--- config.mk ---
export PLATFORM = sky130hd
export DESIGN_NAME = snd_bus_if
export DESIGN_NICKNAME = d
export VERILOG_FILES = /design/src/rtl/snd_bus_pkg.sv /design/src/rtl/snd_addr_latch.sv /design/src/rtl/snd_reg_file.sv /design/src/rtl/snd_port_io.sv /design/src/rtl/snd_bus_if.sv
export SDC_FILE = /design/constraint.sdc
export NUM_CORES = 1
export LEC_CHECK = 0
export BUFFER_PORTS_ARGS = -buffer_cell sky130_fd_sc_hd__buf_2
export CAP_MARGIN = 0
export CORE_UTILIZATION = 55
export DETAILED_ROUTE_END_ITERATION = 10
export PLACE_DENSITY_LB_ADDON = 0.12
export SYNTH_ARGS = -nofsm -noshare
export SYNTH_HDL_FRONTEND = slang
export SYNTH_SLANG_ARGS = --single-unit
export TNS_END_PERCENT = 10
--- constraint.sdc ---
create_clock -name clk -period 2.6 [get_ports clk]
set_input_delay 0.39 -clock clk [delete_from_list [all_inputs] [get_ports clk]]
set_output_delay 0.39 -clock clk [all_outputs]
set_load 0.02 [all_outputs]
--- src/rtl/snd_bus_pkg.sv ---
package snd_bus_pkg;
  localparam int REG_DW  = 8;
  localparam int REG_NUM = 16;
  localparam int PTR_W   = $clog2(REG_NUM);

  localparam int IOCTL_IDX = 7;
  localparam int ENV_IDX   = 13;
  localparam int PORTA_IDX = 14;
  localparam int PORTB_IDX = 15;
  localparam int DIR_A_BIT = 6;
  localparam int DIR_B_BIT = 7;

  typedef enum logic [1:0] {
    M_IDLE  = 2'd0,
    M_ADDR  = 2'd1,
    M_WRITE = 2'd2,
    M_READ  = 2'd3
  } bus_mode_e;

  function automatic bus_mode_e decode_mode(input logic [2:0] code);
    case (code)
      3'b001, 3'b100, 3'b111: decode_mode = M_ADDR;
      3'b110:                 decode_mode = M_WRITE;
      3'b011:                 decode_mode = M_READ;
      default:                decode_mode = M_IDLE;
    endcase
  endfunction

  // implemented-bit mask per register slot
  function automatic logic [REG_DW-1:0] impl_mask(input int idx);
    case (idx)
      1, 3, 5, 13:  impl_mask = REG_DW'(8'h0F);
      6, 8, 9, 10:  impl_mask = REG_DW'(8'h1F);
      default:      impl_mask = {REG_DW{1'b1}};
    endcase
  endfunction
endpackage

--- src/rtl/snd_addr_latch.sv ---
module snd_addr_latch
  import snd_bus_pkg::*;
#(
  parameter int DW = REG_DW,
  parameter int PW = PTR_W
) (
  input  logic          clk,
  input  logic          rst,
  input  logic          is_addr,
  input  logic [1:0]    hi_addr,
  input  logic [DW-1:0] din,
  output logic [PW-1:0] ptr,
  output logic          sel
);
  logic match;
  assign match = (hi_addr == 2'b01) && (din[DW-1:PW] == '0);

  always_ff @(posedge clk) begin
    if (rst) begin
      ptr <= '0;
      sel <= 1'b0;
    end else if (is_addr) begin
      sel <= match;
      if (match) ptr <= din[PW-1:0];
    end
  end
endmodule

--- src/rtl/snd_reg_file.sv ---
module snd_reg_file
  import snd_bus_pkg::*;
#(
  parameter int DW   = REG_DW,
  parameter int NREG = REG_NUM,
  parameter int PW   = PTR_W
) (
  input  logic               clk,
  input  logic               rst,
  input  logic               we,
  input  logic [PW-1:0]      waddr,
  input  logic [DW-1:0]      wdata,
  output logic [NREG*DW-1:0] regs_flat
);
  for (genvar g = 0; g < NREG; g++) begin : g_slot
    localparam logic [DW-1:0] MASK = impl_mask(g);
    logic [DW-1:0] r;
    always_ff @(posedge clk) begin
      if (rst)                              r <= '0;
      else if (we && (waddr == PW'(g)))     r <= wdata & MASK;
    end
    assign regs_flat[g*DW +: DW] = r;
  end
endmodule

--- src/rtl/snd_port_io.sv ---
module snd_port_io #(
  parameter int DW = 8
) (
  input  logic          dir_out,
  input  logic [DW-1:0] reg_val,
  input  logic [DW-1:0] pin_in,
  output logic [DW-1:0] pin_out,
  output logic          pin_oe,
  output logic [DW-1:0] rd_val
);
  assign pin_out = reg_val;
  assign pin_oe  = dir_out;
  assign rd_val  = dir_out ? reg_val : pin_in;
endmodule

--- src/rtl/snd_bus_if.sv ---
module snd_bus_if
  import snd_bus_pkg::*;
#(
  parameter int DW   = REG_DW,
  parameter int NREG = REG_NUM
) (
  input  logic               clk,
  input  logic               rst,
  input  logic               bdir,
  input  logic               bc2,
  input  logic               bc1,
  input  logic [1:0]         hi_addr,
  input  logic [DW-1:0]      data_in,
  output logic [DW-1:0]      data_out,
  output logic               data_oe,
  output logic [NREG*DW-1:0] reg_flat,
  output logic               env_restart,
  input  logic [DW-1:0]      porta_in,
  output logic [DW-1:0]      porta_out,
  output logic               porta_oe,
  input  logic [DW-1:0]      portb_in,
  output logic [DW-1:0]      portb_out,
  output logic               portb_oe
);
  localparam int PW = $clog2(NREG);

  bus_mode_e     mode;
  logic          is_addr, is_write, is_read;
  logic [PW-1:0] ptr_q;
  logic          sel_q;
  logic [DW-1:0] pa_rd, pb_rd, rd_word, ioctl;

  assign mode     = decode_mode({bdir, bc2, bc1});
  assign is_addr  = (mode == M_ADDR);
  assign is_write = (mode == M_WRITE) && sel_q;
  assign is_read  = (mode == M_READ) && sel_q;

  snd_addr_latch #(.DW(DW), .PW(PW)) u_latch (
    .clk(clk), .rst(rst), .is_addr(is_addr), .hi_addr(hi_addr),
    .din(data_in), .ptr(ptr_q), .sel(sel_q)
  );

  snd_reg_file #(.DW(DW), .NREG(NREG), .PW(PW)) u_regs (
    .clk(clk), .rst(rst), .we(is_write), .waddr(ptr_q),
    .wdata(data_in), .regs_flat(reg_flat)
  );

  assign ioctl = reg_flat[IOCTL_IDX*DW +: DW];

  snd_port_io #(.DW(DW)) u_port_a (
    .dir_out(ioctl[DIR_A_BIT]), .reg_val(reg_flat[PORTA_IDX*DW +: DW]),
    .pin_in(porta_in), .pin_out(porta_out), .pin_oe(porta_oe), .rd_val(pa_rd)
  );

  snd_port_io #(.DW(DW)) u_port_b (
    .dir_out(ioctl[DIR_B_BIT]), .reg_val(reg_flat[PORTB_IDX*DW +: DW]),
    .pin_in(portb_in), .pin_out(portb_out), .pin_oe(portb_oe), .rd_val(pb_rd)
  );

  always_comb begin
    if (ptr_q == PW'(PORTA_IDX))      rd_word = pa_rd;
    else if (ptr_q == PW'(PORTB_IDX)) rd_word = pb_rd;
    else                              rd_word = reg_flat[ptr_q*DW +: DW];
  end

  always_ff @(posedge clk) begin
    if (rst) begin
      data_out    <= '0;
      data_oe     <= 1'b0;
      env_restart <= 1'b0;
    end else begin
      data_oe     <= is_read;
      if (is_read) data_out <= rd_word;
      env_restart <= is_write && (ptr_q == PW'(ENV_IDX));
    end
  end
endmodule

==> qor.yml <==
synthesis:
  synth_compound_area_share_pct: 8.966
  ys_seq_elements: 115
  synth_top_family_by_area: "multiplexers"
  syn_area_um2: 5722
  synth_mux_area_share_pct: 25.06
  synth-simple-area-share_pct: 15.22
  async_reset_ff_share_pct: 0
  synth_seq_area_share_pct: 40.24
  synth-edff-count: 0
  syn_avg_cell_area_um2: 9.334
  synth_xor_area_share_pct: 0.1531
  synth_ff_type: "dfxtp_1"
  syn_inst: 613
  synth_fa_ha_area_share_pct: 0
  yosys_warnings: 0
  ys_types: 51
drt:
  vias: 5030
  drt_pass1_iterations: 7
  met3_length_mm: 1.197
  via_per_inst: 5.703
  dr.first_iter.drc_count: 360
  totalWireLength_mm: 16.41
  final_antenna_net_count: 0
  drt-met1-wl_mm: 6.972
  maxUsedRoutingLayer: "met4"
  drc: 0
  wl_met2_mm: 7.928
  wl_per_cell_um: 18.61
global_route:
  grt_pass1_wl_mm: 25.88
  grt_usage_pct: 30.80
  antenna_found_initial: 0
  grt_pass1_vias: 4741
  grt_max_degree: 50
  overflow: 0
clock_tree:
  post_cts_resized: 0
  numClockSinks: 115
  holdBufCountCts: 0
  cts_buffers: 17
  path_clk_slew_ns: 0.05
  cts_max_path_buffers: 2
  postCtsSetupBuffers: 0
  tritoncts: "built"
  clk_latency_ns: 0.52
  clockRootBuffer: "clkbuf_8"
  h-tree-depth: 4
worst_setup_path:
  arrival_ns: 2.55
  path_class: "flop to flop"
  crit_required_ns: 3.01
  crit_fanout: 19
  cp-end-kind: "flop"
  cp-start-kind: "flop"
sta:
  finalSetupViolations: 0
  slew_headroom_pct: 59.08
  skew_ns: 0.007258
  hold_violations: 0
  fin_tns_setup_ns: 0
  rsz0062_at_grt: "false"
  worst_pin_slew_ns: 0.6062
  fmax_mhz: 466.8
  fin_crit_ns: 2.142
  slew_viol_final: 0
  worst_slack_ns: 0.4579
  fin_crit_sh_pct: 82.39
  whs_ns: 0.2047
job:
  maxCapViolations: 0
final_layout:
  area_growth_pct: 20.05
  final_common_cell: "buf_2"
  antennaDiodeCount: 0
  drive_above_1_share_pct: 30.97
  layout_common_cells: "buf_2 (157), dfxtp_1 (115), mux2i_1 (114), nor2_1 (96), nand2_1 (32)"
  final_util_pct: 69.32
  fin_nets: 768
die:
  rows: 36
  die_area_um2: 10820
  die_y_um: 104.0
  core_um2: 9910
  die_x_um: 104.0
  initial_core_util_pct: 57.74
  io_pins: 187
power_and_ir_drop:
  internal-power_mw: 3.168
  p_leak_nw: 3.057
  total_power_mw: 4.082
  power_frac_comb_pct: 3.9
  sw_frac_of_total_pct: 22.40
  p_per_area_nw_per_um2: 594.2
  ir_drop_uv: 407.8
  pwr-share-clk_pct: 52.9
  pwr-share-seq_pct: 43.2
  switching_power_mw: 0.9143
run_status:
  status: "finished, final reports clean"
placement:
  pre_cts_ws_ns: 0.5068
  routabilityCongestion: 0.8868
  dp_hpwl_mm: 11.38
  portBuffers: 158
hold_path:
  holdCritPathClass: "primary input to flop"
## sequential cells by signal, summed over array words and instances, names as in the netlist
| signal | cells |
|---|---|
| u_latch.sel | 1 |
| data_oe | 1 |
| u_latch.ptr | 4 |
| env_restart | 1 |
| u_regs.g_slot.r | 100 |
| data_out | 8 |
## cell type report
class | instances | area [um2]
Fill cell | 841 | 3040
Inverter | 6 | 22.52
Sequential cell | 115 | 2302
Multi-Input combinational cell | 425 | 2932
Timing Repair Buffer | 172 | 898.4
Clock inverter | 11 | 112.6
Clock buffer | 20 | 435.4
Tap cell | 133 | 166.4
## worst max-delay path, stage by stage (launching register included)
cell and delay (ns):
dfxtp_1 0.49, buf_4 0.38, mux4_2 0.37, mux2i_1 0.26, o21ai_0 0.22, a32o_1 0.30
## final timing paths
path             startpoint     endpoint  slack, ns  depth (start not counted)
max          u_latch.ptr[1]  data_out[2]       0.46                          5
min                    bdir  u_latch.sel       0.20                          3
max reg2reg  u_latch.ptr[1]  data_out[2]       0.46                          5
min reg2reg     data_out[1]  data_out[1]       0.48                          1
## Yosys cell counts, types with 5 or more instances
cell type	count	area (um2)
mux2_2	6	67.56
a21oi_1	25	125.1
nand3_1	12	60.06
nand2_1	32	120.1
mux4_2	10	225.2
dfxtp_1	115	2302
nor2_1	96	360.4
o21ai_0	25	125.1
inv_1	6	22.52
buf_2	12	60.06
nor2_2	6	37.54
buf_4	51	382.9
mux2i_1	114	1141
clkbuf_1	30	112.6
nor3_1	6	30.03
a22oi_1	5	37.54
## layer usage
metal  vias to the layer above  GRT usage, %
met5                         -             0
met4                         0         11.22
met3                        31         7.393
met2                       239         50.00
met1                      2451         39.82
li1                       2309             -
## power groups by stage
stage | registers (mW) | clock network [mW] | logic (mW)
final | 1.76 | 2.16 | 0.158
after global routing | 1.76 | 2.27 | 0.169
after CTS | 1.76 | 2.18 | 0.155
after detailed placement | 1.80 | 0 | 0.155
after global placement | 1.80 | 0 | 0.154
after floorplan | 1.80 | 0 | 0.141
## cells by family after synthesis
group / Yosys count
simple gates: 183
flops: 115
compound gates: 83
other cells: 1
buf+inv: 100
xor+xnor: 1
mux: 130
## through the flow
stage,instances,area (um2)
global route,882,6869
floorplan,640,5823
CTS,882,6869
finish,882,6869
global placement,851,6321
detailed placement,851,6321
Power figures use the tool's default switching activity.
